===== src/rtl/qual_event_counter.sv =====
module qual_event_counter #(
  parameter int NCODES = 4,
  parameter int CW     = 48
) (
  input  logic              clk,
  input  logic              rst_n,
  input  logic [NCODES*8-1:0] ev_bus,
  input  logic [1:0]        cpl,
  input  logic              cfg_we,
  input  logic [1:0]        cfg_addr,
  input  logic [CW-1:0]     cfg_wdata,
  output logic [CW-1:0]     cfg_rdata,
  output logic              irq
);
  localparam int CTLW = 26;
  localparam int NW   = 4;

  logic [CTLW-1:0] ctl;
  logic [CW-1:0]   ctr;
  logic            ovf, prev;

  wire [7:0]    code  = ctl[7:0];
  wire [7:0]    umask = ctl[15:8];
  wire [NW-1:0] thr   = ctl[19:16];
  wire          inv   = ctl[20];
  wire          edg   = ctl[21];
  wire          os_m  = ctl[22];
  wire          usr_m = ctl[23];
  wire          ie    = ctl[24];
  wire          en    = ctl[25];

  logic [7:0]    grp;
  logic [NW-1:0] n;
  always_comb begin
    grp = '0;
    for (int k = 0; k < NCODES; k++)
      if (code == 8'(k)) grp = ev_bus[8*k +: 8];
    n = '0;
    for (int b = 0; b < 8; b++) n = n + NW'(grp[b] & umask[b]);
  end

  wire thr_on  = (thr != '0);
  wire pass    = thr_on ? ((n >= thr) ^ inv) : (n != '0);
  wire priv_ok = (!os_m && !usr_m) || (os_m && cpl == 2'd0) || (usr_m && cpl != 2'd0);
  wire qual    = priv_ok && pass;

  logic [NW-1:0] step;
  always_comb begin
    if (edg)         step = NW'(qual && !prev);
    else if (thr_on) step = NW'(qual);
    else             step = priv_ok ? n : '0;
  end

  wire [CW:0] sum    = {1'b0, ctr} + {{(CW+1-NW){1'b0}}, step};
  wire        wr_ctl = cfg_we && cfg_addr == 2'd0;
  wire        wr_ctr = cfg_we && cfg_addr == 2'd1;
  wire        wr_st  = cfg_we && cfg_addr == 2'd2;

  always_ff @(posedge clk or negedge rst_n) begin
    if (!rst_n) begin
      ctl  <= '0;
      ctr  <= '0;
      ovf  <= 1'b0;
      prev <= 1'b0;
    end else begin
      if (wr_ctl) ctl <= cfg_wdata[CTLW-1:0];
      if (wr_ctr)  ctr <= cfg_wdata;
      else if (en) ctr <= sum[CW-1:0];
      prev <= en ? qual : 1'b0;
      if (en && !wr_ctr && sum[CW]) ovf <= 1'b1;
      else if (wr_st && cfg_wdata[0]) ovf <= 1'b0;
    end
  end

  always_comb begin
    case (cfg_addr)
      2'd0:    cfg_rdata = {{(CW-CTLW){1'b0}}, ctl};
      2'd1:    cfg_rdata = ctr;
      2'd2:    cfg_rdata = {{(CW-1){1'b0}}, ovf};
      default: cfg_rdata = '0;
    endcase
  end

  assign irq = ovf && ie;

  p_wr_wins_r8: assert property (@(posedge clk) disable iff (!rst_n)
    wr_ctr |=> ctr == $past(cfg_wdata));
  p_hold_off_r7: assert property (@(posedge clk) disable iff (!rst_n)
    (!en && !wr_ctr) |=> $stable(ctr));
  p_edge_single_r5: assert property (@(posedge clk) disable iff (!rst_n)
    (en && edg && !wr_ctr) |=> (ctr - $past(ctr)) <= CW'(1));
  p_thr_single_r3: assert property (@(posedge clk) disable iff (!rst_n)
    (en && thr_on && !wr_ctr) |=> (ctr - $past(ctr)) <= CW'(1));
  p_priv_block_r6: assert property (@(posedge clk) disable iff (!rst_n)
    (os_m && !usr_m && cpl != 2'd0 && !wr_ctr) |=> $stable(ctr));
  p_ovf_sticky_r9: assert property (@(posedge clk) disable iff (!rst_n)
    (ovf && !(wr_st && cfg_wdata[0])) |=> ovf);
endmodule


===== config.mk =====
export PLATFORM = sky130hd
export DESIGN_NAME = qual_event_counter
export DESIGN_NICKNAME = d
export VERILOG_FILES = /design/src/rtl/qual_event_counter.sv
export SDC_FILE = /design/constraint.sdc
export NUM_CORES = 1
export LEC_CHECK = 0
export BUFFER_PORTS_ARGS = -buffer_cell sky130_fd_sc_hd__buf_2
export CAP_MARGIN = 30
export CORE_ASPECT_RATIO = 0.5
export CORE_MARGIN = 10
export CORE_UTILIZATION = 55
export CTS_BUF_LIST = sky130_fd_sc_hd__clkbuf_8
export DETAILED_ROUTE_END_ITERATION = 6
export PLACE_DENSITY = 0.87
export SYNTH_ARGS = -nofsm -noshare
export SYNTH_HDL_FRONTEND = slang
export SYNTH_SLANG_ARGS = --single-unit

===== constraint.sdc =====
create_clock -name clk -period 7.6 [get_ports clk]
set_input_delay 0 -clock clk [delete_from_list [all_inputs] [get_ports clk]]
set_output_delay 0 -clock clk [all_outputs]
set_load 0.005 [all_outputs]

**Yosys cells after proc, flatten, opt, wreduce, memory -nomap -nowiden**

Index checks and enable logic that the tools add are counted.

- Flip-flop bits (word level): 76

- Magnitude comparators: 1
- Bitwise operators: 9
- Reductions and logical operators: 26
- Mux-type cells: 14
- Equality and inequality tests: 5
- $add $sub $neg: 8

Operators by type and width:

| cell | number |
|---|---|
| case mux 48 bit (3 select lines) | 1 |
| 2-to-1 mux 48 bit | 2 |
| adder 48 x 4 -> 49 bit | 1 |
| 2-to-1 mux 8 bit | 4 |
| adder 4 x 1 -> 4 bit | 4 |
| equality test 8 x 2 -> 1 bit (second input constant) | 2 |
| logical AND 1 bit | 12 |
| 2-to-1 mux 4 bit | 3 |
| bitwise AND 1 bit | 8 |
| equality test 8 x 1 -> 1 bit (second input constant) | 1 |
| zero test 8 bit | 1 |
| nonzero test 4 bit | 2 |
| nonzero test 2 bit | 3 |
| adder 3 x 1 -> 4 bit | 1 |
| greater-or-equal comparator 4 bit | 1 |
| zero test 1 bit | 4 |
| zero test 2 bit | 2 |
| 2-to-1 mux 1 bit | 4 |
| adder 2 x 1 -> 3 bit | 1 |
| adder 1 x 1 -> 2 bit | 1 |
| equality test 2 x 1 -> 1 bit (second input constant) | 1 |
| equality test 2 bit (second input constant) | 1 |
| logical OR 1 bit | 2 |
| XOR 1 bit | 1 |

**Longest topological paths before layout**

Gate-level depths: netlist (run 1).

- Depth in word-level cells: 22
- Mapped depth: 25
- Depth with buffers taken out: 24

**Worst setup path after synthesis (run 1)**

Ideal clock, no wire load.

- Path type: reg2reg
- Start point: register ctl[7]
- End point: register ctr[34]
- Setup slack: 0.737 ns
- Data arrival time: 6.781 ns
- Period minus slack after synthesis: 6.863 ns
- Library setup time: 0.082 ns
- Cell stages (with the launch flop): 25
- Cells stage by stage: dfrtp_1 -> or4_1 -> nor3_1 -> nand3_1 -> fa_1 -> fa_1 -> inv_1 -> fa_1 -> ha_1 -> fa_1 -> xor2_1 -> ha_1 -> nand2_1 -> o21ai_0 -> xnor2_1 -> a21oi_1 -> ha_1 -> inv_1 -> fa_1 -> nand2b_1 -> o2bb2ai_1 -> or4_1 -> clkbuf_1 -> or4_1 -> a31oi_1

- Word-level cells in the longest chain between the ends: 22

RTL lines:

| what | line | RTL |
|---|---|---|
| start, declared | 18 | `logic [CTLW-1:0] ctl;` |
| start signal, assigned | 66 | `if (wr_ctl) ctl <= cfg_wdata[CTLW-1:0];` |
| zero test 8 bit | 37 | `if (code == 8'(k)) grp = ev_bus[8*k +: 8];` |
| 2-to-1 mux 8 bit (3 in series) | 37 |  |
| 2-to-1 mux 8 bit (*) | 37 |  |
| bitwise AND 1 bit | 39 | `for (int b = 0; b < 8; b++) n = n + NW'(grp[b] & umask[b]);` |
| adder 1 x 1 -> 2 bit | 39 |  |
| adder 2 x 1 -> 3 bit | 39 |  |
| adder 3 x 1 -> 4 bit | 39 |  |
| adder 4 x 1 -> 4 bit (3 in series) | 39 |  |
| (+2 left out) | -- |  |
| XOR 1 bit | 43 | `wire pass = thr_on ? ((n >= thr) ^ inv) : (n != '0);` |
| 2-to-1 mux 1 bit | 43 |  |
| logical AND 1 bit | 45 | `wire qual = priv_ok && pass;` |
| 2-to-1 mux 4 bit or logical AND 1 bit (tied branches) | 50, 49 |  |
| 2-to-1 mux 4 bit (*) | 49 | `if (edg) step = NW'(qual && !prev);` |
| adder 48 x 4 -> 49 bit (*) | 54 | `wire [CW:0] sum = {1'b0, ctr} + {{(CW+1-NW){1'b0}}, step};` |
| 2-to-1 mux 48 bit (*) | 68 | `else if (en) ctr <= sum[CW-1:0];` |
| 2-to-1 mux 48 bit (*) | 67 | `if (wr_ctr) ctr <= cfg_wdata;` |
| end signal, assigned | 67 |  |
| end signal, assigned | 68 |  |
| end, declared | 19 | `logic [CW-1:0] ctr;` |

Every way passes the cells marked *; elsewhere a longest branch is shown, timed or not. The select of a mux whose other input is x is not followed.
A chain may end at the register's enable or synchronous reset.

**Worst setup path in the final report (run 1)**

Ends and elaborated chain as after synthesis.

==> flow_summary.ini, run 1 <==
[yosys]
synth_ff_type = dfrtp_1
syn_inst = 571
ys_warn_count = 0
postSynthAreaPerCell_um2 = 9.11
synth.distinct_cells = 48
ys_seq_area_frac = 0.366
syn_area_mm2 = 0.00520
synth_nets = 674
ys_ff_latch = 76
synth_edf_count = 0
async_flop_share = 1.00

[routing]
post-route-drc-count = 3
antenna_left = 0
routedWlPerCell_um = 20.3
drtIter0Drc = 519
via_per_inst = 6.17
drt_wl_total_um = 17500
vias = 5315
drtPass1Iterations = 7

[place]
placed_area_mm2 = 0.00597
dp_hpwl_um = 11700
placed_cells = 796
place.gp.congestion = 0.943
port_buffers = 135

[timing]
setup_viol = 0
fin_setup_tns_ns = 0
tightestPinTransition_ns = 0.963
drv_slew = 0
slew_headroom = 0.356
period_share = 0.934
min_period_ns = 7.10
finClkSkew_ns = 0.00765
hold_viol_final = 0
grt_setup_unrepaired = no
timing.fmax_ghz = 0.141

[finish]
seq_area_mm2 = 0.00190
final_core_util = 0.746
layout-drive-gt1-share = 0.268
layout.nets = 843
mostFrequentLayoutCell = buf_2
fillers = 600
multiInputGateArea_mm2 = 0.00312
layout_common_cells = buf_2 (135), dfrtp_1 (76), nand2_1 (58)
finalInstanceArea_mm2 = 0.00668
synthToLayoutAreaGrowth_pct = 28.4
diodes = 0
fin_cells = 862

[hold_path]
hold_class = in -> reg

[clocking]
htree_levels = 3
cts_root_buffer = clkbuf_8
cts_tree = done
clkTransAtPathRegs_ns = 0.08
insertion_delay_ns = 0.37
postCtsSetupBuffers = 0
clock-sinks = 76
clock_path_buffers = 2
numCtsBuffers = 9

[setup_path]
crit_fanout = 8
criticalPathCategory = reg -> reg
rr_startpoint = ctl[7]$_DFFE_PN0P_
r2r_slack_ns = 0.50
critical_path.endpoint = ctr[34]$_DFFE_PN0P_
crit_arrival_ns = 7.39
rr_worst_depth = 23
start_kind = flop
critPathRequiredTime_ns = 7.89
setup.worst_path.start = ctl[7]$_DFFE_PN0P_
r2r-end = ctr[34]$_DFFE_PN0P_
cp-end-kind = flop

[grt]
grt_max_degree = 77
grtUsageTotal = 0.250
overflow = 0
antenna_found_initial = 0
grt_pass1_wl_um = 27600
grt_pass1_vias = 5362

[floorplanning]
coreArea_mm2 = 0.00895
design.die.area_mm2 = 0.0140
io-pin-count = 136
die_height_um = 88.8
initial_core_util = 0.581
fp.dieW_um = 158
row_count = 24

[run_status]
violations = DRC
status = finished, violations left

[pwr]
leakage_uw = 0.00297
vdd_ir_drop_max_mv = 0.0923
powerDensity_mw_per_mm2 = 188

[run]
maxCapViolCount = 0
[state kept, by name (all words and copies together) (netlist names)]
register  cells
prev          1
ctl          26
ovf           1
ctr          48
[synthesized netlist by cell type, types with 3 or more instances]
| cell type | instances | area share |
|---|---|---|
| a21o_1 | 3 | 0.0043 |
| mux4_2 | 8 | 0.035 |
| o31ai_1 | 5 | 0.0072 |
| ha_1 | 11 | 0.026 |
| and4_1 | 8 | 0.013 |
| inv_1 | 16 | 0.012 |
| clkbuf_1 | 32 | 0.023 |
| dfrtp_1 | 76 | 0.37 |
| nand3_1 | 20 | 0.019 |
| a31oi_1 | 11 | 0.013 |
| mux2_2 | 24 | 0.052 |
| fa_1 | 5 | 0.019 |
| and2_1 | 26 | 0.031 |
| nand2b_1 | 7 | 0.0084 |
| xnor2_1 | 32 | 0.054 |
| o21ai_0 | 42 | 0.040 |
| nand2_1 | 58 | 0.042 |
| nor3_1 | 9 | 0.0087 |
| nor2_1 | 46 | 0.033 |
| or3_1 | 7 | 0.0084 |
| and3_1 | 7 | 0.0084 |
| mux2i_1 | 30 | 0.058 |
| nor4b_1 | 6 | 0.010 |
| nand4_1 | 12 | 0.014 |
| xor2_1 | 3 | 0.0051 |
| a21oi_1 | 12 | 0.012 |
| or4_1 | 9 | 0.013 |
| nor4_1 | 21 | 0.025 |
[metal layers]
| layer | GRT usage | share of wire |
|---|---|---|
| met2 | 0.422 | 0.48 |
| met4 | 0.106 | 0.031 |
| met1 | 0.296 | 0.38 |
| met5 | 0 | 0 |
| met3 | 0.0736 | 0.10 |
[cells by family (layout without fill, tap and decap cells)]
| kind of cell | count (synthesis) | after routing | synth area share |
|---|---|---|---|
| DFF | 76 | 76 | 0.366 |
| and+or+nand+nor | 249 | 249 | 0.257 |
| adders and majority gates | 16 | 16 | 0.0457 |
| muxes | 62 | 62 | 0.144 |
| xor gates and xnor gates | 35 | 35 | 0.0589 |
| AOI/OAI and AO/OA | 82 | 82 | 0.0914 |
| buffers and inverters | 51 | 225 | 0.0370 |
[what timing repair did]
| action | CTS | global route |
|---|---|---|
| resized for setup | 0 | 2 |
| hold buffers | 49 | 0 |
| endpoints found under the hold margin | 151 | 0 |
| setup endpoints to repair | 0 | 1 |
[per-stage QoR]
| stage | worst slack [ns] | hold slack (ns) | total power, uW |
|---|---|---|---|
| floorplan | 0.737 | -0.296 | 782 |
| global placement | 0.787 | 0.204 | 904 |
| detailed placement | 0.494 | 0.208 | 924 |
| CTS | 0.472 | 0.0514 | 1230 |
| global route | 0.0537 | 0.0585 | 1320 |
| finish | 0.502 | 0.0434 | 1250 |
[how the worst min path moves through the flow]
stage | cells after the start | slack, ns | end | from
4_1_cts | 4 | 0.05 | ovf$_DFFE_PN0P_ | cfg_we
3_5_place_dp | 3 | 0.21 | ctr[30]$_DFFE_PN0P_ | cfg_wdata[30]
3_3_place_gp | 3 | 0.20 | ctr[30]$_DFFE_PN0P_ | cfg_wdata[30]
2_1_floorplan | 0 | -0.30 | ctl[0]$_DFFE_PN0P_ | rst_n
6_report | 4 | 0.04 | ovf$_DFFE_PN0P_ | cfg_we
5_1_grt | 3 | 0.06 | ctl[19]$_DFFE_PN0P_ | rst_n
[power by group]
group / switching (uW) / internal [uW] / leakage, uW
sequential: 109 / 480 / 0.000908
combinational: 180 / 191 / 0.00195
clock: 152 / 142 / 0.000106
total: 440 / 813 / 0.00297
[worst max-delay path: stages (launching register included)]
cell and delay, ns:
dfrtp_1 0.39, or4_1 0.54, nor3_1 0.19, buf_4 0.19
nand3_1 0.11, fa_1 0.52, fa_1 0.54, inv_1 0.05
fa_1 0.47, ha_1 0.24, fa_1 0.49, ha_1 0.31
a21oi_1 0.15, o21ai_0 0.15, xnor2_1 0.17, a21oi_1 0.17
ha_1 0.23, inv_1 0.07, fa_1 0.40, nand2b_1 0.18
o2bb2ai_1 0.19, or4_4 0.61, or4_1 0.48, a31oi_1 0.16
[area by class of cell]
type	instances	area share
sequential	76	0.285
multi-input combinational	444	0.467
inverter	16	0.00899
clock inverter	4	0.00244
tap	117	0.0219
clock buffer	12	0.0247
timing repair buffer	193	0.190
Note: power is estimated with default switching activity, not from simulation.
==> run 2: changes to the inputs <==
==> config.mk (replaced) <==
export PLATFORM = sky130hd
export DESIGN_NAME = qual_event_counter
export DESIGN_NICKNAME = d
export VERILOG_FILES = /design/src/rtl/qual_event_counter.sv
export SDC_FILE = /design/constraint.sdc
export NUM_CORES = 1
export LEC_CHECK = 0
export CAP_MARGIN = 30
export CORE_ASPECT_RATIO = 0.5
export CORE_MARGIN = 10
export CORE_UTILIZATION = 67
export CTS_BUF_LIST = sky130_fd_sc_hd__clkbuf_8
export DETAILED_ROUTE_END_ITERATION = 6
export DONT_BUFFER_PORTS = 1
export PLACE_DENSITY = 0.87
export SLEW_MARGIN = 0
export SYNTH_ARGS = -nofsm -noshare
export SYNTH_HDL_FRONTEND = slang
export SYNTH_SLANG_ARGS = --single-unit
==> run 2 against run 1 <==
Compared with the run above: the flow now finishes without violations; register-to-register slack improved by 0.08 ns; combinational power decreased by 16%; total power decreased by 1.7%; critical path depth increased by 1; core utilization increased by 6.2 points; clock-buffer cell count unchanged; sequential share of layout area increased by 3.2 points; first-iteration DRC count increased by 9.4%; critical path type unchanged; critical endpoint unchanged; largest cell class unchanged.
==> flow_summary.ini, run 2 (synthesis results as in run 1) <==
[run_status]
status = finished, final reports clean

[floorplanning]
fp.dieW_um = 145
row_count = 22
die_height_um = 82.3
io-pin-count = 136
design.die.area_mm2 = 0.0119
initial_core_util = 0.700
coreArea_mm2 = 0.00743

[grt]
grt_max_degree = 77
grt_pass1_vias = 4796
grt_pass1_wl_um = 25800
grtUsageTotal = 0.278
antenna_found_initial = 2
overflow = 0

[setup_path]
cp-end-kind = flop
critPathSlowestCell = or4_1
critPathRequiredTime_ns = 7.89
path_cells = or4_1 -> nor3_1 -> buf_4 -> nand3_1 -> fa_1 -> fa_1 -> inv_1 -> fa_1 -> ha_1 -> fa_1 -> xor2_1 -> ha_1 -> nand2_1 -> o21ai_0 -> xnor2_1 -> a21oi_1 -> ha_1 -> inv_1 -> fa_1 -> nand2b_1 -> o2bb2ai_1 -> or4_1 -> or4_1 -> a31oi_1
start_kind = flop
crit_fanout = 8
critPathMostFrequentCell = fa_1
crit_arrival_ns = 7.31
crit_path_max_incr_delay_ns = 0.69
criticalPathCategory = reg -> reg

[pwr]
swShare = 0.339
leakage_uw = 0.00239
intPower_uw = 813
power.share.clock = 0.264
powerDensity_mw_per_mm2 = 205
p_comb_frac = 0.252
vdd_ir_drop_max_mv = 0.137
seqPwrFrac = 0.484
switchingPower_uw = 418

[place]
port_buffers = 0
dp_hpwl_um = 11200
placed_cells = 638
place.gp.congestion = 0.941
placed_area_mm2 = 0.00525

[clocking]
clock_path_buffers = 2
htree_levels = 3
clkTransAtPathRegs_ns = 0.08
insertion_delay_ns = 0.37
numCtsBuffers = 9
cts_root_buffer = clkbuf_8
cts_tree = done
cts_resized = 0
clock-sinks = 76

[routing]
antenna_left = 0
routed-wl-met2_um = 7460
via_per_inst = 6.88
drtIter0Drc = 568
drtPass1Iterations = 7
post-route-drc-count = 0
highest_layer = met4
drt_wl_total_um = 16400
wl_met1_um = 6370
dr_wl_met3_um = 2170
vias = 4868
routedWlPerCell_um = 23.2

[timing]
setup_viol = 0
hold_viol_final = 0
finClkSkew_ns = 0.00958
drv_slew = 0
timing.fmax_ghz = 0.142
slew_headroom = 0.323
grt_setup_unrepaired = no
period_share = 0.924
fin_setup_tns_ns = 0
min_period_ns = 7.02
tightestPinTransition_ns = 1.01

[finish]
finalInstanceArea_mm2 = 0.00601
fin_cells = 708
mostFrequentLayoutCell = dfrtp_1
layout.nets = 709
top_regs = ctr (48), ctl (26)
synthToLayoutAreaGrowth_pct = 15.5
layout-drive-gt1-share = 0.100
regMostFlops = ctr
largest_reg_flops = 48
layout_common_cells = dfrtp_1 (76), nand2_1 (58), dlygate4sd3_1 (52)

[hold_path]
hold_class = in -> out

[run]
maxCapViolCount = 0
==> run 2: power groups by stage <==
| stage | sequential [uW] | clock [uW] | combinational (uW) |
|---|---|---|---|
| global route | 604 | 347 | 342 |
| floorplan | 545 | 0 | 237 |
| global placement | 589 | 0 | 256 |
| finish | 596 | 325 | 310 |
| CTS | 587 | 326 | 305 |
| detailed placement | 594 | 0 | 269 |
==> run 2: stage by stage <==
stage / utilization / hold WS (ns) / total power (uW) / worst slack [ns]
floorplan: - / -0.296 / 782 / 0.737
finish: 0.808 / 0.0429 / 1230 / 0.580
global placement: 0.704 / -0.292 / 845 / 0.749
global route: 0.808 / 0.0428 / 1290 / 0.222
CTS: 0.808 / 0.0425 / 1220 / 0.648
detailed placement: 0.707 / -0.292 / 863 / 0.681
==> run 2: layout make-up <==
type / count / area [um2]
fill: 435 / 1430
sequential: 76 / 1900
inverter: 16 / 60.1
multi-input combinational: 444 / 3110
clock buffer: 12 / 165
antenna: 2 / 5.00
timing repair buffer: 59 / 606
clock inverter: 3 / 37.5
tap: 96 / 120
==> run 2: worst paths after layout <==
path	start	endpoint	slack, ns	cells past startpoint
max	ctl[7]$_DFFE_PN0P_	ctr[34]$_DFFE_PN0P_	0.58	24
min	cfg_addr[1]	cfg_rdata[8]	0.04	1
max reg2reg	ctl[7]$_DFFE_PN0P_	ctr[34]$_DFFE_PN0P_	0.58	24
min reg2reg	ctl[24]$_DFFE_PN0P_	ctl[24]$_DFFE_PN0P_	0.55	1
max in group asynchronous	rst_n	ctl[10]$_DFFE_PN0P_	7.09	2
min in group asynchronous	rst_n	ctl[22]$_DFFE_PN0P_	0.21	2
==> run 2: routing by layer <==
layer  vias to the layer above  GRT usage
met5                         -          0
met4                         0     0.0902
met3                        46      0.109
met2                       339      0.448
met1                      2349      0.340
li1                       2134          -
==> run 2: repair_timing <==
| item | CTS | global route |
|---|---|---|
| endpoints found under the hold margin | 151 | 0 |
| buffers inserted | 0 | 0 |
| hold buffers | 53 | 0 |
==> run 2: worst max-delay path: cells and delay by family (launching register included) <==
kind / cells / cell delay (ns)
compound gates: 4 / 0.70
xor+xnor: 2 / 0.30
fa+ha+maj: 8 / 3.04
buf+inv: 3 / 0.31
flops: 1 / 0.40
simple gates: 7 / 2.21
==> run 3: changes to the inputs <==
--- a/config.mk
+++ b/config.mk
@@ -5,6 +5,7 @@
 export SDC_FILE = /design/constraint.sdc
 export NUM_CORES = 1
 export LEC_CHECK = 0
+export ABC_AREA = 1
 export CAP_MARGIN = 30
 export CORE_ASPECT_RATIO = 0.5
 export CORE_MARGIN = 10
==> run 3 against run 2 <==
Compared with the run above: sequential power up 8.6%; clock-buffer cell count decreased by 1; critical path depth grew 12; final area up 14%; clock power about the same; first-iteration DRC count increased by 53%; total power rose by 22%; fmax increased by 1.1%; clock skew is 0.0022 ns higher; cell count grew 57%; worst hold slack got worse by 0.0055 ns; sequential share of layout area is 3.9 points lower; critical path type unchanged; highest routed layer is now met5.
==> flow_summary.ini, run 3 <==
[yosys]
ys_seq_area_frac = 0.312
synthTopCellsByArea = dfrtp_1 (31%), nand2_1 (20%), inv_1 (8.0%)
yosysTopAreaCell = dfrtp_1
synth_edf_count = 0
yosys-top-cells-count = nand2_1 (317), inv_1 (130), nor2_1 (111)
synth.distinct_cells = 42
syn_inst = 953
yosysMostFrequentCell = nand2_1
syn_area_mm2 = 0.00610
synth_ff_type = dfrtp_1
ys_warn_count = 0
async_flop_share = 1.00
postSynthAreaPerCell_um2 = 6.40
ys_ff_latch = 76
synth_top_area_frac = 0.312
synth_nets = 1056

[pwr]
leakage_uw = 0.00323
vdd_ir_drop_max_mv = 0.143
powerDensity_mw_per_mm2 = 220
total_power_uw = 1510

[clocking]
numCtsBuffers = 9
postCtsSetupBuffers = 0
cts_root_buffer = clkbuf_8
clock-sinks = 76
clkTransAtPathRegs_ns = 0.09
insertion_delay_ns = 0.38
clock_path_buffers = 2
cts_tree = done
htree_levels = 3

[setup_path]
criticalPathCategory = reg -> reg
cp-end-kind = flop
critPathBufInv = 5
r2r-end = ctr[32]$_DFFE_PN0P_
crit_arrival_ns = 7.20
crit_family = adder cells
critPathMostFrequentCell = nand2_1
critPathRequiredTime_ns = 7.85
crit_path_max_incr_delay_ns = 0.55
critPathSlowestCell = fa_1
rr_startpoint = ctl[6]$_DFFE_PN0P_
crit_fanout = 8
rr_worst_depth = 36
start_kind = flop
r2r_slack_ns = 0.65

[timing]
hold_viol_final = 0
tightestPinTransition_ns = 0.741
grt_setup_unrepaired = no
min_period_ns = 6.95
period_share = 0.914
drv_slew = 0
worst_slack_ns = 0.655
setup_viol = 0
slew_headroom = 0.505
fin_setup_tns_ns = 0
finClkSkew_ns = 0.0117
timing.fmax_ghz = 0.144

[routing]
antenna_left = 0
dr_wl_met3_um = 3140
drtIter0Drc = 870
via_per_inst = 5.97
highest_layer = met5
vias = 6656
routedWlPerCell_um = 19.1
drt_wl_total_um = 21300
drtPass1Iterations = 5
post-route-drc-count = 0
wl_met1_um = 8580
routed-wl-met2_um = 9180

[place]
place.gp.congestion = 1.00
pre_cts_ws_ns = 0.822
dp_hpwl_um = 15700
port_buffers = 0
placed_cells = 1045

[finish]
fin_cells = 1115
layout-drive-gt1-share = 0.0682
largest_reg_flops = 48
top_regs = ctr (48), ctl (26)
mostFrequentLayoutCell = nand2_1
layout_common_cells = nand2_1 (317), inv_1 (130), nor2_1 (111)
regMostFlops = ctr
fillers = 638
final_core_util = 0.778
layout.nets = 1095
synthToLayoutAreaGrowth_pct = 12.2

[hold_path]
hold_path_depth = 3
min_from = cfg_addr[1]
hold_class = in -> reg
min_to = ctr[0]$_DFFE_PN0P_

[grt]
grt_pass1_vias = 6182
grtUsageTotal = 0.312
grt_pass1_wl_um = 33500
overflow = 0
antenna_found_initial = 2
grt_max_degree = 77

[floorplanning]
row_count = 24
io-pin-count = 136
design.die.area_mm2 = 0.0136
fp.dieW_um = 155
initial_core_util = 0.693
coreArea_mm2 = 0.00880
die_height_um = 87.5

[run]
maxCapViolCount = 0

[run_status]
status = finished, final reports clean
run 3: changes by cell type in the layout (fill, tap and decap cells not counted), sizes merged, moves of 26 or more:
| cell | previous run | this run |
|---|---|---|
| nor2 | 46 | 132 |
| mux2i | 30 | 0 |
| and2 | 26 | 0 |
| o22ai | 0 | 30 |
| nand3 | 21 | 74 |
| inv | 18 | 136 |
| nand2 | 58 | 324 |
| xnor2 | 32 | 2 |
run 3: layer usage:
metal  vias up  GRT usage
li1       3088          -
met1      3040      0.416
met2       482      0.472
met3        44      0.106
met4         2     0.0853
met5         -          0
run 3: layout make-up:
class / count / area [um2] / share of cell area
clock buffer: 11 / 151 / 0.0221
antenna: 1 / 2.50 / 0.000365
timing repair buffer: 56 / 571 / 0.0833
sequential: 76 / 1900 / 0.278
multi-input combinational: 711 / 3500 / 0.512
inverter: 138 / 520 / 0.0760
tap: 117 / 146 / 0.0214
clock inverter: 5 / 50.0 / 0.00731
run 3: power by group:
part,leakage [uW],internal (uW),switching [uW]
Sequential,0.000947,514,133
Clock,0.000109,167,160
Combinational,0.00218,183,348
run 3: how the worst max path moves through the flow:
stage                  startpoint                   to  slack, ns  cells after the start
6_report       ctl[6]$_DFFE_PN0P_  ctr[32]$_DFFE_PN0P_       0.65                     36
5_1_grt        ctl[6]$_DFFE_PN0P_  ctr[32]$_DFFE_PN0P_       0.21                     36
4_1_cts        ctl[3]$_DFFE_PN0P_  ctr[32]$_DFFE_PN0P_       0.77                     36
3_5_place_dp   ctl[3]$_DFFE_PN0P_  ctr[32]$_DFFE_PN0P_       0.82                     36
3_3_place_gp   ctl[4]$_DFFE_PN0P_  ctr[32]$_DFFE_PN0P_       1.03                     35
2_1_floorplan  ctl[3]$_DFFE_PN0P_  ctr[32]$_DFFE_PN0P_       1.53                     37
run 3: logic make-up after synthesis:
group                      share of synthesized area
xor gates and xnor gates                      0.0301
muxes                                        0.00185
AOI/OAI and AO/OA                              0.121
buffers and inverters                          0.114
and+or+nand+nor                                0.383
adders and majority gates                     0.0390
DFF                                            0.312
run 3: timing repair:
item	CTS	global route
resized for setup	0	0
hold buffers	53	0
setup endpoints to repair	0	0
hold endpoints to repair	150	0
run 3: worst min-delay path, cell delays in order:
cell and delay (ns):
nor2_4 0.04, nand2_4 0.21, o211ai_1 0.11
run 3: per-stage QoR:
| step | cell area (um2) | hold slack, ns |
|---|---|---|
| 2_1_floorplan | 6100 | -0.296 |
| 3_3_place_gp | 6100 | -0.294 |
| 3_5_place_dp | 6100 | -0.293 |
| 4_1_cts | 6850 | 0.0248 |
| 5_1_grt | 6850 | 0.0715 |
| 6_report | 6850 | 0.0375 |
